File: config.mk
export PLATFORM = sky130hd
export DESIGN_NAME = excite_phase_gen
export DESIGN_NICKNAME = d
export VERILOG_FILES = /design/src/rtl/exc_phase_pkg.sv /design/src/rtl/exc_req_hold.sv /design/src/rtl/exc_phase_fsm.sv /design/src/rtl/exc_drive_out.sv /design/src/rtl/excite_phase_gen.sv
export SDC_FILE = /design/constraint.sdc
export NUM_CORES = 1
export LEC_CHECK = 0
export ABC_CLOCK_PERIOD_IN_PS = 3690
export CAP_MARGIN = 20
export CORE_AREA = 3 3 40 42
export DETAILED_ROUTE_END_ITERATION = 10
export DIE_AREA = 0 0 43 45
export SYNTH_ARGS = -nofsm -noshare
export SYNTH_HDL_FRONTEND = slang
export SYNTH_HIERARCHICAL = 1
export SYNTH_SLANG_ARGS = --single-unit
File: constraint.sdc
create_clock -name clk -period 3.69 [get_ports clk]
set_input_delay 0.738 -clock clk [delete_from_list [all_inputs] [get_ports clk]]
set_output_delay 0.738 -clock clk [all_outputs]
set_load 0.1 [all_outputs]
File: src/rtl/exc_phase_pkg.sv
package exc_phase_pkg;

  typedef enum logic [1:0] {
    PH_NORM     = 2'd0,
    PH_GAP_REV  = 2'd1,
    PH_REV      = 2'd2,
    PH_GAP_NORM = 2'd3
  } ph_state_t;

  // Next step of the phase sequence when enabled; go asks for a reversal.
  function automatic ph_state_t ph_advance(ph_state_t cur, logic go);
    ph_state_t nxt;
    case (cur)
      PH_NORM:     nxt = go ? PH_GAP_REV : PH_NORM;
      PH_GAP_REV:  nxt = PH_REV;
      PH_REV:      nxt = go ? PH_GAP_NORM : PH_REV;
      default:     nxt = PH_NORM;
    endcase
    return nxt;
  endfunction

  function automatic logic ph_is_gap(ph_state_t s);
    return (s == PH_GAP_REV) || (s == PH_GAP_NORM);
  endfunction

  // Drive levels for a state: {pos, neg, phase}
  function automatic logic [2:0] ph_levels(ph_state_t s);
    logic [2:0] lv;
    case (s)
      PH_NORM: lv = 3'b100;
      PH_REV:  lv = 3'b011;
      PH_GAP_REV: lv = 3'b000;
      default: lv = 3'b001;
    endcase
    return lv;
  endfunction

endpackage

File: src/rtl/exc_req_hold.sv
module exc_req_hold (
  input  logic clk,
  input  logic clr,
  input  logic toggle_req,
  input  logic in_gap,
  output logic go
);
  logic pending;

  always_ff @(posedge clk) begin
    if (clr)         pending <= 1'b0;
    else if (in_gap) pending <= pending | toggle_req;
    else             pending <= 1'b0;
  end

  assign go = !in_gap && (toggle_req || pending);

endmodule

File: src/rtl/exc_phase_fsm.sv
module exc_phase_fsm
  import exc_phase_pkg::*;
(
  input  logic      clk,
  input  logic      clr,
  input  logic      go,
  output ph_state_t state_q,
  output ph_state_t state_d,
  output logic      in_gap
);

  always_comb begin
    if (clr) state_d = PH_NORM;
    else     state_d = ph_advance(state_q, go);
  end

  always_ff @(posedge clk) state_q <= state_d;

  assign in_gap = ph_is_gap(state_q);

endmodule

File: src/rtl/exc_drive_out.sv
module exc_drive_out
  import exc_phase_pkg::*;
(
  input  logic      clk,
  input  logic      rst,
  input  ph_state_t state_d,
  output logic      drv_pos,
  output logic      drv_neg,
  output logic      phase_rev
);
  logic [2:0] lv_d;

  assign lv_d = ph_levels(state_d);

  always_ff @(posedge clk) begin
    if (rst) begin
      drv_pos   <= 1'b1;
      drv_neg   <= 1'b0;
      phase_rev <= 1'b0;
    end else begin
      drv_pos   <= lv_d[2];
      drv_neg   <= lv_d[1];
      phase_rev <= lv_d[0];
    end
  end

  AST_NEVER_BOTH: assert property (@(posedge clk) disable iff (rst)
    !(drv_pos && drv_neg));
  AST_PHASE_REV_RISE: assert property (@(posedge clk) disable iff (rst)
    $rose(phase_rev) |-> $rose(drv_neg));
  AST_PHASE_REV_FALL: assert property (@(posedge clk) disable iff (rst)
    $fell(phase_rev) |-> $rose(drv_pos));

endmodule

File: src/rtl/excite_phase_gen.sv
module excite_phase_gen
  import exc_phase_pkg::*;
(
  input  logic clk,
  input  logic rst,
  input  logic sync_req,
  input  logic ac_en,
  input  logic chop_en,
  input  logic toggle_req,
  output logic drv_pos,
  output logic drv_neg,
  output logic phase_rev
);
  logic      en_both;
  logic      clr;
  logic      go;
  logic      in_gap;
  ph_state_t state_q;
  ph_state_t state_d;

  assign en_both = ac_en && chop_en;
  assign clr     = rst || sync_req || !en_both;

  exc_req_hold u_hold (
    .clk        (clk),
    .clr        (clr),
    .toggle_req (toggle_req),
    .in_gap     (in_gap),
    .go         (go)
  );

  exc_phase_fsm u_fsm (
    .clk     (clk),
    .clr     (clr),
    .go      (go),
    .state_q (state_q),
    .state_d (state_d),
    .in_gap  (in_gap)
  );

  exc_drive_out u_drv (
    .clk       (clk),
    .rst       (rst),
    .state_d   (state_d),
    .drv_pos   (drv_pos),
    .drv_neg   (drv_neg),
    .phase_rev (phase_rev)
  );

  AST_STATIC_WHEN_OFF: assert property (@(posedge clk) disable iff (rst)
    !en_both |=> (drv_pos && !drv_neg && !phase_rev));
  AST_GAP_ON_GO: assert property (@(posedge clk) disable iff (rst)
    (go && en_both && !sync_req) |=> (!drv_pos && !drv_neg));
  AST_GAP_ONE_CYCLE: assert property (@(posedge clk) disable iff (rst)
    (!drv_pos && !drv_neg && en_both && !sync_req) |=> (drv_pos ^ drv_neg));
  AST_NEG_AFTER_GAP: assert property (@(posedge clk) disable iff (rst)
    $rose(drv_neg) |-> $past(!drv_pos && !drv_neg));
  AST_POS_AFTER_GAP: assert property (@(posedge clk) disable iff (rst)
    ($rose(drv_pos) && $past(en_both && !sync_req)) |-> $past(!drv_neg));
  AST_SYNC_NORMAL: assert property (@(posedge clk) disable iff (rst)
    sync_req |=> (drv_pos && !drv_neg && !phase_rev));

endmodule

==> impl_metrics.toml <==
[sta]
setup_tns_ns = 0
slew_violations = 0
skew_ns = 0.000335
max-slew-margin-rel_pct = 34.4
fmax_mhz = 413
timing_hold_violations_final = 0
min_period_ns = 2.42
rsz0062_at_grt = "no"
setup_ws_ns = 1.27
setup_viol = 0
finalCritPeriodShare_pct = 65.5
tightest_slew_ns = 0.981

[drt]
via_count = 191
drc = 0
final_antenna_net_count = 0
initialDrtViolationCount = 3
post_drt_wl_per_cell_um = 9.24
via_per_inst = 3.90
wirelength_um = 453
drt_first_pass_iters = 2

[setup_path]
crit_path_start_kind = "register"
r2r_cells = 6
regToRegEndpoint = "u_drv/drv_neg"
slowest_stage = "clkdlybuf4s50_1"
worstSetupPathType = "register to primary output"
startpoint = "u_drv/drv_pos"
cp.required_ns = 2.95
cp_num_cells = 1
reg2reg_from = "u_fsm/state_q[1]"
critical_path_arrival_ns = 1.68
critPathMaxStageDelay_ns = 1.14
crit_buf_inv = 1
crit_chain = "clkdlybuf4s50_1"
path_delay_family = "buffers and inverters"
critical_path.max_fanout = 1
rrSetupSlack_ns = 2.27
endpoint_kind = "primary output"

[cts]
cts_resized = 0
cts_tree = "yes"
insertion_delay_ns = 0.23
htree_levels = 1
clockBufferDepth = 2
cts_buffers = 3
cts_sinks = 6
clkSlewWorstSetupHoldPaths_ns = 0.04
hold_buffers = 0
cts_setup_buffers = 0
cts-root-buf = "clkbuf_4"

[min_path]
whs_endpoint = "u_hold/pending"
hold_path.class = "register to register"
holdPathStages = 2
min-delay-start = "u_hold/pending"

[yosys]
yosysUniqueCellTypes = 10
syn-num-nets = 33
syn_area_per_cell_um2 = 11.6
synth.area.top_cells = "dfxtp_1, ha_1, nor3b_2"
synth_seq_cells = 6
ys_seq_area_share_pct = 45.1
synth_top_cell_by_area = "dfxtp_1"
yosys.area.top_type_share_pct = 45.1
yosysWarnings = 6
synth_cells = 23
syn-cell-area_um2 = 267

[pwr]
vdd_drop_max_v = 0.000250
static-leakage-power_nw = 0.155
powerDensity_nw_per_um2 = 342

[global_routing]
grt-ovfl-total = 0
grt_antenna_before_repair = 0
grt_pass1_vias = 193
grt_pass1_wl_um = 807
grt_usage_pct = 6.25
grt_max_degree = 5

[placed_design]
portBuffers = 8
dp_hpwl_um = 364
place_ws_ns = 1.52
dpl_cell_area_um2 = 365
gp_congestion = 0.583

[floorplan]
core_um2 = 1280
die_x_um = 43
rows = 13
io_pins = 9
start_util_pct = 20.7
dieHeight_um = 45
die-area_um2 = 1940

[cells_and_area]
mostFrequentLayoutCells = "clkdlybuf4s50_1, dfxtp_1, ha_1"
final_nets = 46
layout_commonest_cell = "clkdlybuf4s50_1"
finalInstanceArea_um2 = 388
n_antenna_cell = 0
area_growth_pct = 45.5
drive_gt1_share_pct = 17.6
fill_cells = 143
final_util_pct = 30.2

[outcome]
status = "finished clean"

[job]
drv_cap = 0
-- per-layer routing --
layer  vias to the layer above  wire, um  GRT usage (%)
li1                         97         -              -
met5                         -         0              0
met4                         0         8           5.42
met3                         2        56           5.98
met1                        83       215           6.28
met2                         9       171           7.49
-- sequential cells by signal (all words and copies together), names as in the netlist --
name             cells
u_drv/drv_pos        1
u_fsm/state_q        2
u_drv/phase_rev      1
u_drv/drv_neg        1
u_hold/pending       1
-- where the power goes --
group	switching, mW	internal, mW
logic	0.00361	0.00651
registers	0.000212	0.0655
clock network	0.0204	0.0366
total	0.0242	0.109
-- Yosys cell counts --
master / count
ha_1: 4
o21bai_1: 1
or2_1: 1
nand4bb_1: 1
nor2_1: 3
nor3b_2: 2
dfxtp_1: 6
nor4b_2: 1
nor2b_1: 2
inv_1: 2
-- layout make-up --
cell class / count / area (um^2) / share of cell area [%]
multi-input cells: 15 / 139 / 35.8
flip-flops and latches: 6 / 120 / 31.0
repair buffers: 8 / 80.1 / 20.6
clock buffers: 3 / 22.5 / 5.81
well taps: 15 / 18.8 / 4.84
inverters: 2 / 7.51 / 1.94
-- how the worst max path moves through the flow --
stage	slack [ns]	endpoint
floorplan	2.04	drv_neg
global placement	1.52	drv_pos
detailed placement	1.52	drv_pos
CTS	1.25	drv_pos
global route	1.23	drv_pos
finish	1.27	drv_pos
-- through the flow --
| step | power, mW | hold WS, ns | std cells |
|---|---|---|---|
| 2_1_floorplan | 0.0706 | 0.500 | 23 |
| 3_3_place_gp | 0.0770 | 0.526 | 46 |
| 3_5_place_dp | 0.0770 | 0.539 | 46 |
| 4_1_cts | 0.137 | 0.549 | 49 |
| 5_1_grt | 0.142 | 0.562 | 49 |
| 6_report | 0.133 | 0.539 | 49 |
-- worst min-delay path: stages (launching register included) --
cell     delay, ns
dfxtp_1       0.30
nor2_1        0.05
nor3b_2       0.14
-- logic make-up (layout without fill, tap and decap cells) --
logic type / after synthesis / count (layout) / share of synthesized area [%]
AND/OR/NAND/NOR: 10 / 10 / 30.5
adder cells (fa/ha/maj): 4 / 4 / 18.8
flip-flops: 6 / 6 / 45.1
AO/OA/AOI/OAI: 1 / 1 / 2.82
buffers and inverters: 2 / 13 / 2.82
No activity file was read; power rests on OpenSTA's default activity.
